==> src/rtl/tm_pkg.sv <==
package tm_pkg;
   typedef enum logic [2:0] {
      CYC_IDLE    = 3'd0,
      CYC_READ    = 3'd1,
      CYC_WRITE   = 3'd2,
      CYC_ENTER   = 3'd3,
      CYC_REF_CBR = 3'd4,
      CYC_REF_ROR = 3'd5,
      CYC_REF_HID = 3'd6,
      CYC_RSVD    = 3'd7
   } cyc_e;

   function automatic logic is_exit(cyc_e k);
      return (k == CYC_REF_CBR) || (k == CYC_REF_ROR) || (k == CYC_REF_HID);
   endfunction
endpackage

==> src/rtl/tm_mode_ctl.sv <==
module tm_mode_ctl
   import tm_pkg::*;
(
   input  logic clk,
   input  logic rst_n,
   input  cyc_e kind,
   output logic test_active
);
   always_ff @(posedge clk) begin
      if (!rst_n)                test_active <= 1'b0;
      else if (kind == CYC_ENTER) test_active <= 1'b1;
      else if (is_exit(kind))     test_active <= 1'b0;
   end

   a_r2_enter_sets: assert property (@(posedge clk) disable iff (!rst_n)
      kind == CYC_ENTER |=> test_active);
   a_r3_exit_clears: assert property (@(posedge clk) disable iff (!rst_n)
      is_exit(kind) |=> !test_active);
   a_r2_mode_holds: assert property (@(posedge clk) disable iff (!rst_n)
      (kind == CYC_IDLE || kind == CYC_READ || kind == CYC_WRITE || kind == CYC_RSVD)
      |=> test_active == $past(test_active));
endmodule

==> src/rtl/tm_group_array.sv <==
module tm_group_array #(
   parameter int ROW_W = 4,
   parameter int DQ_W  = 4,
   parameter int LANES = 2,
   localparam int DEPTH   = 1 << ROW_W,
   localparam int GROUP_W = DQ_W * LANES
) (
   input  logic               clk,
   input  logic [LANES-1:0]   lane_we,
   input  logic [ROW_W-1:0]   row,
   input  logic [GROUP_W-1:0] wdata,
   output logic [GROUP_W-1:0] rdata
);
   for (genvar l = 0; l < LANES; l++) begin : g_lane
      logic [DQ_W-1:0] cells [DEPTH];
      always_ff @(posedge clk) begin
         if (lane_we[l]) cells[row] <= wdata[l*DQ_W +: DQ_W];
      end
      assign rdata[l*DQ_W +: DQ_W] = cells[row];
   end
endmodule

==> src/rtl/tm_data_path.sv <==
module tm_data_path #(
   parameter int DQ_W  = 4,
   parameter int LANES = 2,
   localparam int SEL_W   = $clog2(LANES),
   localparam int GROUP_W = DQ_W * LANES
) (
   input  logic               test_active,
   input  logic               do_write,
   input  logic [SEL_W-1:0]   sel,
   input  logic [DQ_W-1:0]    din,
   input  logic [GROUP_W-1:0] grp,
   output logic [LANES-1:0]   lane_we,
   output logic [GROUP_W-1:0] wdata,
   output logic [DQ_W-1:0]    rnib
);
   logic [DQ_W-1:0] norm_nib;
   logic            all_same;

   for (genvar l = 0; l < LANES; l++) begin : g_wr
      assign wdata[l*DQ_W +: DQ_W] = test_active ? {DQ_W{din[0]}} : din;
      assign lane_we[l] = do_write & (test_active | (sel == SEL_W'(l)));
   end

   always_comb begin
      norm_nib = '0;
      for (int l = 0; l < LANES; l++) begin
         if (sel == SEL_W'(l)) norm_nib = grp[l*DQ_W +: DQ_W];
      end
   end

   assign all_same = (&grp) | ~(|grp);
   assign rnib = test_active ? {all_same, {(DQ_W-1){1'b1}}} : norm_nib;
endmodule

==> src/rtl/tm_dram_compress.sv <==
module tm_dram_compress
   import tm_pkg::*;
#(
   parameter int DQ_W    = 4,
   parameter int GROUP_W = 8,
   parameter int ROW_W   = 4,
   localparam int LANES  = GROUP_W / DQ_W,
   localparam int SEL_W  = $clog2(LANES),
   localparam int ADDR_W = ROW_W + SEL_W
) (
   input  logic              clk,
   input  logic              rst_n,
   input  logic [2:0]        cyc_kind,
   input  logic [ADDR_W-1:0] addr,
   input  logic [DQ_W-1:0]   din,
   input  logic              oe,
   output logic [DQ_W-1:0]   dq_out,
   output logic              dq_oe,
   output logic              test_active
);
   if (GROUP_W % DQ_W != 0 || LANES < 2 || (1 << SEL_W) != LANES || DQ_W < 2) begin : g_bad_cfg
      $error("tm_dram_compress: GROUP_W must be a power-of-two multiple (>=2) of DQ_W, DQ_W>=2");
   end

   cyc_e               kind;
   logic [GROUP_W-1:0] grp, wdata;
   logic [LANES-1:0]   lane_we;
   logic [DQ_W-1:0]    rnib;
   logic               rd_fire;

   assign kind    = cyc_e'(cyc_kind);
   assign rd_fire = (kind == CYC_READ) && oe;

   tm_mode_ctl u_mode (
      .clk(clk), .rst_n(rst_n), .kind(kind), .test_active(test_active)
   );

   tm_data_path #(.DQ_W(DQ_W), .LANES(LANES)) u_path (
      .test_active(test_active), .do_write(kind == CYC_WRITE),
      .sel(addr[SEL_W-1:0]), .din(din), .grp(grp),
      .lane_we(lane_we), .wdata(wdata), .rnib(rnib)
   );

   tm_group_array #(.ROW_W(ROW_W), .DQ_W(DQ_W), .LANES(LANES)) u_arr (
      .clk(clk), .lane_we(lane_we), .row(addr[ADDR_W-1:SEL_W]),
      .wdata(wdata), .rdata(grp)
   );

   always_ff @(posedge clk) begin
      if (!rst_n) begin
         dq_oe  <= 1'b0;
         dq_out <= '0;
      end else if (rd_fire) begin
         dq_oe  <= 1'b1;
         dq_out <= rnib;
      end else begin
         dq_oe  <= 1'b0;
         dq_out <= '0;
      end
   end

   a_r8_oe_after_read: assert property (@(posedge clk) disable iff (!rst_n)
      dq_oe |-> $past(kind == CYC_READ && oe));
   a_r8_quiet_bus: assert property (@(posedge clk) disable iff (!rst_n)
      !dq_oe |-> dq_out == '0);
   a_r7_pad_ones: assert property (@(posedge clk) disable iff (!rst_n)
      (dq_oe && $past(test_active)) |-> (&dq_out[DQ_W-2:0]));
endmodule

==> config.mk <==
export PLATFORM = sky130hd
export DESIGN_NAME = tm_dram_compress
export DESIGN_NICKNAME = d
export VERILOG_FILES = /design/src/rtl/tm_pkg.sv /design/src/rtl/tm_mode_ctl.sv /design/src/rtl/tm_group_array.sv /design/src/rtl/tm_data_path.sv /design/src/rtl/tm_dram_compress.sv
export SDC_FILE = /design/constraint.sdc
export NUM_CORES = 1
export LEC_CHECK = 0
export ABC_AREA = 1
export CORE_MARGIN = 2
export CORE_UTILIZATION = 55
export CTS_CLUSTER_SIZE = 14
export DETAILED_ROUTE_END_ITERATION = 6
export GPL_TIMING_DRIVEN = 1
export MAX_ROUTING_LAYER = met4
export PLACE_DENSITY = 0.72
export SETUP_SLACK_MARGIN = 0.02
export SLEW_MARGIN = 20
export SYNTH_ARGS = -nofsm -noshare
export SYNTH_HDL_FRONTEND = slang
export SYNTH_SLANG_ARGS = --single-unit
==> constraint.sdc <==
create_clock -name clk -period 2.4 [get_ports clk]
set_input_delay 0.48 -clock clk [delete_from_list [all_inputs] [get_ports clk]]
set_output_delay 0.48 -clock clk [all_outputs]
set_load 0.01 [all_outputs]
Yosys cells after proc, flatten, opt, wreduce, memory -nomap -nowiden
Memories as Yosys holds them, arrays and structs flattened.
Cells that the tools add are included.
{"block": "op_classes", "n_addsub": 0, "multipliers": 0, "div": 0, "order_cmp": 0, "eq_ne": 6, "shift": 0, "mux": 10, "n_bitwise": 7, "reduce_logical": 7}
{"cell": "$mux W4", "n": 3}
{"cell": "$eq A3 B3 Y1 const B", "n": 3}
{"cell": "$reduce_and A8 Y1", "n": 1}
{"cell": "$reduce_or A8 Y1", "n": 1}
{"cell": "$mux W1", "n": 7}
{"cell": "$eq A3 B2 Y1 const B", "n": 2}
{"cell": "$eq A3 B1 Y1 const B", "n": 1}
{"cell": "$or A1 B1 Y1", "n": 3}
{"cell": "$and A1 B1 Y1", "n": 2}
{"cell": "$logic_or A1 B1 Y1", "n": 2}
{"cell": "$not A1 Y1", "n": 2}
{"cell": "$reduce_and A2 Y1", "n": 1}
{"cell": "$reduce_bool A2 Y1", "n": 1}
{"cell": "$logic_and A1 B1 Y1", "n": 1}
{"block": "word_totals", "register_bits": 6, "latchBits": 0, "mem_bits_rw": 128, "romBits": 0, "out_inout_bits": 6, "n_memories": 2}
{"name": "u_arr.g_lane[0].cells", "words": 16, "word_bits": 4, "rd": 1, "rd_clocked_by_memory_dff": 0, "wr": 1, "line": "tm_group_array.sv:15", "rtl": "logic [DQ_W-1:0] cells [DEPTH];"}
{"name": "u_arr.g_lane[1].cells", "words": 16, "word_bits": 4, "rd": 1, "rd_clocked_by_memory_dff": 0, "wr": 1, "line": "tm_group_array.sv:15"}

Longest topological paths before layout
Gate-level depths: netlist of run 1.
{"block": "logic_depth", "depth_word": 5, "ltp_mapped": 17, "ltp_nobuf": 15}

Hierarchy
From an unflattened synthesis of run 1, not the netlist that was laid out.
{"block": "unflattened", "hier_cells": 633, "hier_area_um2": 6017.0}
{"module": "tm_group_array", "n_inst": 1, "cells_per_inst": 560, "area_per_inst_um2": 5546.6}
{"module": "tm_data_path", "n_inst": 1, "cells_per_inst": 45, "area_per_inst_um2": 222.7}
{"module": "tm_dram_compress", "n_inst": 1, "cells_per_inst": 19, "area_per_inst_um2": 195.2}
{"module": "tm_mode_ctl", "n_inst": 1, "cells_per_inst": 9, "area_per_inst_um2": 52.6}

Least setup slack after synthesis of run 1
No wires, ideal clock.
{"block": "synth_timing", "kind": "register to register", "startpoint": "reg u_mode.test_active", "endpoint": "mem u_arr.g_lane[0].cells[0][1] (data pin)", "arrival_time_ns": 1.854, "t_required_ns": 1.946, "path_slack_ns": 0.092, "stages_incl_launch_ff": 3, "n_path_buf": 1, "period_less_slack_ns": 2.308, "path_cell_list": "dfxtp_1 > clkbuf_1 > o21ai_0"}
{"block": "synth_between", "elab_chain_cells": 1}
{"item": "from (decl)", "line": "tm_mode_ctl.sv:7", "rtl": "output logic test_active"}
{"item": "from (signal assigned)", "line": "tm_mode_ctl.sv:10", "rtl": "if (!rst_n) test_active <= 1'b0;"}
{"item": "from (signal assigned)", "line": "tm_mode_ctl.sv:11", "rtl": "else if (kind == CYC_ENTER) test_active <= 1'b1;"}
{"item": "from (signal assigned)", "line": "tm_mode_ctl.sv:12", "rtl": "else if (is_exit(kind)) test_active <= 1'b0;"}
{"item": "$mux W4", "line": "tm_data_path.sv:20", "rtl": "assign wdata[l*DQ_W +: DQ_W] = test_active ? {DQ_W{din[0]}} : din;"}
{"item": "via u_arr.wdata[1]", "line": "tm_group_array.sv:11", "rtl": "input logic [GROUP_W-1:0] wdata,"}
{"item": "to (decl)", "line": "tm_group_array.sv:15"}
The timed path passes the listed nets, and every way through them passes these cells.

Worst setup path after layout of run 1
{"block": "layout_timing", "startpoint": "reg u_mode.test_active", "endpoint": "out test_active"}
{"item": "to (decl)", "line": "tm_dram_compress.sv:19", "rtl": "output logic test_active"}
No word-level cell between the ends.

==> run metrics, run 1 <==
min cycle time layout=2240 ps; die area=around 11000 µm²; DR DRC count=0; 1st-pass router iterations=6; first-pass GRT wire length=roughly 23000 µm; Startpoint Class=flop; row cnt=37; max incr delay on CP=roughly 640 ps; GRT overflow=0; Port Buf Inserts=20; Mean Syn Cell Area=between 9 and 10 µm²; GRT Overall Usage=0.280; clk_lat worst skew=between 500 and 600 ps; # IOs=21; Top delay family on crit path=buffers and inverters; Antenna Nets Post-Route=0; CTS resizes=0; Initial DRC Count=between 400 and 500; P&R area growth vs syn=23.0%; Worst Path Max Fanout=12; pin count of the biggest net entering global routing=38; Seq/Total Area, Yosys=0.677; CTS max path bufs=2; Ys Warns=0; Die W=roughly 110 µm; Crit-path slowest cell=clkdlybuf4s50_1; total number of vias=between 4000 and 5000; CTS tree=yes; period utilisation layout=0.934; post-synth cell types=19; Mapped Area=between 5000 and 6000 µm²; crit path kind=reg -> out; Wirelength per Cell=17.8 µm; FF+latch count, synth=134; Pins Over Slew Limit=0; crit-path cells=clkdlybuf4s50_1; final setup violation count=0; RSZ-0062 raised after global routing=false; H-tree levels=4; Post-synth ARST share=0; DR vias/cell=around 5.5; Post-Syn Instances=approximately 600; Final Skew=roughly 11 ps; Worst-path clk slew=60 ps; Worst Max-Slew Pin Slew=approximately 800 ps; Initial Utilization=0.567; Worst Hold Class=in -> reg; routability congestion estimate=approximately 0.91; critical path buffer and inverter count=1; fillers=about 760; ANT cells=0; PD cells=805 nW/µm²; fmax=around 450 MHz; initial antenna violation count=0; DP Wirelength=between 9000 and 10000 µm; Slew HR=0.467; Data required, critical path=between 1500 and 2000 ps; Post-Route WL=between 10000 and 15000 µm; vias in the first global route=roughly 4300; DIE HEIGHT=around 110 µm; max_cap viols=0; # hold bufs at CTS=0; share of cells above drive strength 1=0.127; worst path arrival time=between 1500 and 2000 ps; TNS Setup=0 ps; top_reg_cell synth=edfxtp_1; total CTS buffers=17; clk sinks=~130; Tot Pwr=~5.8 mW; syn_nets=a little over 600; status=complete, no violations; post-CTS setup buffer count=0; EDFF count, synth=between 100 and 150; Layout Nets=between 600 and 700; clk root buf=clkbuf_8; VDD IR max=~0.50 mV; core box area=10300 µm²; Hold Fails Final Rpt=0; Leak Pwr=between 3 and 4 nW; CP Capture Type=output pin
final timing paths:
check | startpoint | endpoint | slack [ps] | cells after the start
min reg2reg | u_mode.test_active | dq_out[3] | 670 | 2
max | u_mode.test_active | test_active | 160 | 1
max reg2reg | u_mode.test_active | u_arr.g_lane[1].cells[15][0] | 550 | 4
min | rst_n | u_mode.test_active | 570 | 3
metrics by stage:
stage          cell area (µm²)  setup slack, ps  hold WS (ps)  std cells   util
2_1_floorplan             5850             92.0           579        596      -
3_3_place_gp              6550             82.0           642        780  0.634
3_5_place_dp              6550             31.7           659        780  0.634
4_1_cts                   7200              140           539        812  0.697
5_1_grt                   7200             61.9           608        812  0.697
6_report                  7200              157           569        812  0.697
Yosys cell counts, types with 2 or more instances:
master / count / share of area
a22oi_1: 2 / 0.0026
buf_2: 12 / 0.010
nand4_1: 6 / 0.0064
a221oi_1: 3 / 0.0045
dfxtp_1: 6 / 0.021
nor2_1: 17 / 0.011
o2111ai_1: 2 / 0.0030
buf_1: 3 / 0.0019
edfxtp_1: 128 / 0.66
inv_2: 2 / 0.0013
inv_1: 22 / 0.014
o21ai_0: 4 / 0.0034
clkbuf_1: 4 / 0.0026
buf_6: 3 / 0.0058
nand2_1: 333 / 0.21
nand3_1: 13 / 0.011
buf_4: 2 / 0.0026
nor3_1: 33 / 0.028
layout make-up:
cell class                      instances  area (µm²)  share of cell area
Clock buffer                           18         418              0.0581
Multi-Input combinational cell        414        1680               0.233
Inverter                               24        90.1              0.0125
Timing Repair Buffer                   72         648              0.0900
Sequential cell                       134        3960               0.551
Clock inverter                         14         231              0.0322
Tap cell                              136         170              0.0236
flip-flops by register name, indices dropped and copies added (netlist names):
name,cells
dq_oe,1
u_mode.test_active,1
u_arr.g_lane.cells,128
dq_out,4
power by group:
part	internal, mW	switching, mW	total, mW
registers	2.58	0.00374	2.58
logic	0.122	0.267	0.389
clock network	1.89	0.938	2.82
placed cells by master, fill, tap and decap left out, types with 2 or more instances in the layout:
cell and n:
nand2_1 333, edfxtp_1 128, buf_4 47, nor3_1 33
inv_1 22, clkdlybuf4s50_1 19, nor2_1 17, clkbuf_16 16
nand3_1 13, nand4_1 6, bufinv_16 6, dfxtp_1 6
buf_12 5, o21ai_2 3, a221oi_1 3, clkinv_1 3
clkinvlp_4 3, o2111ai_1 2, inv_2 2, a22oi_1 2
clkinv_4 2
cells by family after synthesis:
group / share of synthesized area
AO/OA/AOI/OAI: 0.0143
flip-flops: 0.677
buffers and inverters: 0.0385
AND/OR/NAND/NOR: 0.270
worst reg2reg max path, cell delays in order (launching register included):
cell	delay [ps]
dfxtp_1	600
o2111ai_1	180
buf_4	240
nor3_1	340
buf_4	220
per-layer routing:
| metal | up-vias | track usage | wire length (µm) |
|---|---|---|---|
| met4 | 0 | 0.125 | 419 |
| li1 | 2114 | - | - |
| met1 | 2126 | 0.343 | 5770 |
| met3 | 36 | 0.0650 | 1120 |
| met5 | - | - | 0 |
| met2 | 197 | 0.446 | 7180 |
No activity file was read; power rests on OpenSTA's default activity.
==> inputs of run 2 (changes only) <==
Settings changed: CORE_ASPECT_RATIO set to 0.8.
==> run metrics, run 2 (synthesis results as in run 1) <==
FF-to-FF Start=u_mode.test_active; DR vias/cell=5.38 (-2.3%); first-pass GRT wire length=21900 µm (-3.1%); DIE HEIGHT=96.3 µm (-10%); Final Skew=10.1 ps (-0.886 ps); fmax=468 MHz (+5.0%); status=complete, no violations; GRT overflow=0 (unchanged); Startpoint Class=flop; max_cap viols=0 (unchanged); clk root buf=clkbuf_16; Area after DPL=6570 µm² (+0.38%); Hold Fails Final Rpt=0 (unchanged); GRT Overall Usage=0.268 (-0.0119); CTS resizes=0 (unchanged); Worst Hold Class=reg -> reg; routability congestion estimate=0.945 (+3.8%); max incr delay on CP=630 ps (about the same); RSZ-0062 raised after global routing=false; Wirelength per Cell=16.8 µm (-5.7%); design area=7210 µm² (+0.16%); fin cells=817 (+0.62%); Top delay family on crit path=buffers and inverters; Biggest register=u_arr.g_lane.cells; row cnt=33 (-11%); Placed Instances=785 (+0.64%); vias in the first global route=4364 (+1.2%); commonest non-fill, non-tap cell in the layout=nand2_1; hold depth=2 (-1); Worst Max-Slew Pin Slew=476 ps (-323 ps); Hold Path End=dq_out[3]; H-tree levels=4 (unchanged); # IOs=21 (unchanged); core box area=10300 µm² (about the same); Worst Path Max Fanout=12 (unchanged); die area=11500 µm² (about the same); Die W=119 µm (+11%); DP Wirelength=8650 µm (-4.3%); Pins Over Slew Limit=0 (unchanged); Data required, critical path=1920 ps (about the same); PD cells=791 nW/µm² (-1.8%); Crit. path cell count=1 (unchanged); clk sinks=134 (unchanged); Layout Nets=679 (+0.15%); most frequent cells in the layout=333 x nand2_1, 128 x edfxtp_1, 47 x buf_4; TNS Setup=0 ps (unchanged); clk_lat worst skew=410 ps (-130 ps); reg2reg setup slack=590 ps (+40 ps); P&R area growth vs syn=23.1%; total CTS buffers=17 (unchanged); Worst Hold Launch=u_mode.test_active; Post-Route WL=13700 µm (-5.1%); post-CTS setup buffer count=0 (unchanged); CTS tree=yes; R2R depth=4 (unchanged); crit path kind=reg -> out; CP Capture Type=output pin; Initial Utilization=0.567 (about the same); crit-path cells=clkdlybuf4s50_1; VDD IR max=0.506 mV (+0.57%); final setup violation count=0 (unchanged); total number of vias=4395 (-1.7%); reg2reg end=u_arr.g_lane[1].cells[1][1]; Leak Pwr=3.04 nW (+0.55%); pin count of the biggest net entering global routing=39 (+2.6%); 1st-pass router iterations=5 (-1); initial antenna violation count=0 (unchanged); Crit-path slowest cell=clkdlybuf4s50_1; # hold bufs at CTS=0 (unchanged); Initial DRC Count=417 (-14%); fillers=770 (+1.6%); Worst-path clk slew=60 ps (about the same); min cycle time layout=2140 ps (-107 ps); CTS max path bufs=2 (unchanged); Port Buf Inserts=20 (unchanged); Antenna Nets Post-Route=0 (unchanged); ANT cells=0 (unchanged); Largest regs=u_arr.g_lane.cells x128, dq_out x4; share of cells above drive strength 1=0.131 (+0.00424); Slew HR=0.683 (+0.215); DR DRC count=0 (unchanged); period utilisation layout=0.890 (-0.0447); critical path buffer and inverter count=1 (unchanged); worst path arrival time=1660 ps (-100 ps); max reg flops=128 (unchanged)
run 2: cell count changes in the layout (fill, tap and decap cells not counted), sizes merged:
cell / before / now
clkinv: 5 / 8
buf: 53 / 54
bufinv: 6 / 5
clkbuf: 18 / 17
clkinvlp: 3 / 2
run 2: worst max path at each step:
| stage | startpoint | to | slack [ps] |
|---|---|---|---|
| 2_1_floorplan | u_mode.test_active | u_arr.g_lane[0].cells[0][1] | 90 |
| 4_1_cts | u_mode.test_active | test_active | 250 |
| 5_1_grt | u_mode.test_active | test_active | 190 |
| 6_report | u_mode.test_active | test_active | 260 |
| 3_5_place_dp | addr[2] | u_arr.g_lane[1].cells[9][1] | 40 |
| 3_3_place_gp | addr[2] | u_arr.g_lane[1].cells[4][0] | 20 |
run 2: routing by layer:
metal,global-route usage,share of wire,routed length [µm]
met4,0.123,0.021,287
met5,-,0,0
met1,0.323,0.42,5820
met3,0.0746,0.078,1080
met2,0.428,0.48,6560
run 2: layout make-up:
| class | count | area, µm² | share of cell area |
|---|---|---|---|
| multi-input cells | 414 | 1680 | 0.233 |
| inverters | 24 | 90.1 | 0.0125 |
| clock buffers | 17 | 425 | 0.0590 |
| clock inverters | 15 | 210 | 0.0292 |
| repair buffers | 73 | 668 | 0.0927 |
| well taps | 140 | 175 | 0.0243 |
| flip-flops and latches | 134 | 3960 | 0.550 |
run 2: report_power, final:
| group | internal, mW | leakage (nW) | switching [mW] |
|---|---|---|---|
| clock | 1.83 | 0.307 | 0.908 |
| sequential | 2.58 | 1.20 | 0.00384 |
| combinational | 0.120 | 1.54 | 0.265 |
| total | 4.53 | 3.04 | 1.18 |
run 2: metrics by stage:
| step | setup WS, ps | hold WS, ps | utilization | total power [mW] |
|---|---|---|---|---|
| after detailed placement | 45.0 | 693 | 0.637 | 3.01 |
| after CTS | 251 | 699 | 0.698 | 5.73 |
| after floorplan | 92.0 | 579 | - | 2.85 |
| after global placement | 21.5 | 657 | 0.637 | 3.00 |
| after global routing | 189 | 717 | 0.698 | 5.87 |
| final | 265 | 699 | 0.698 | 5.70 |
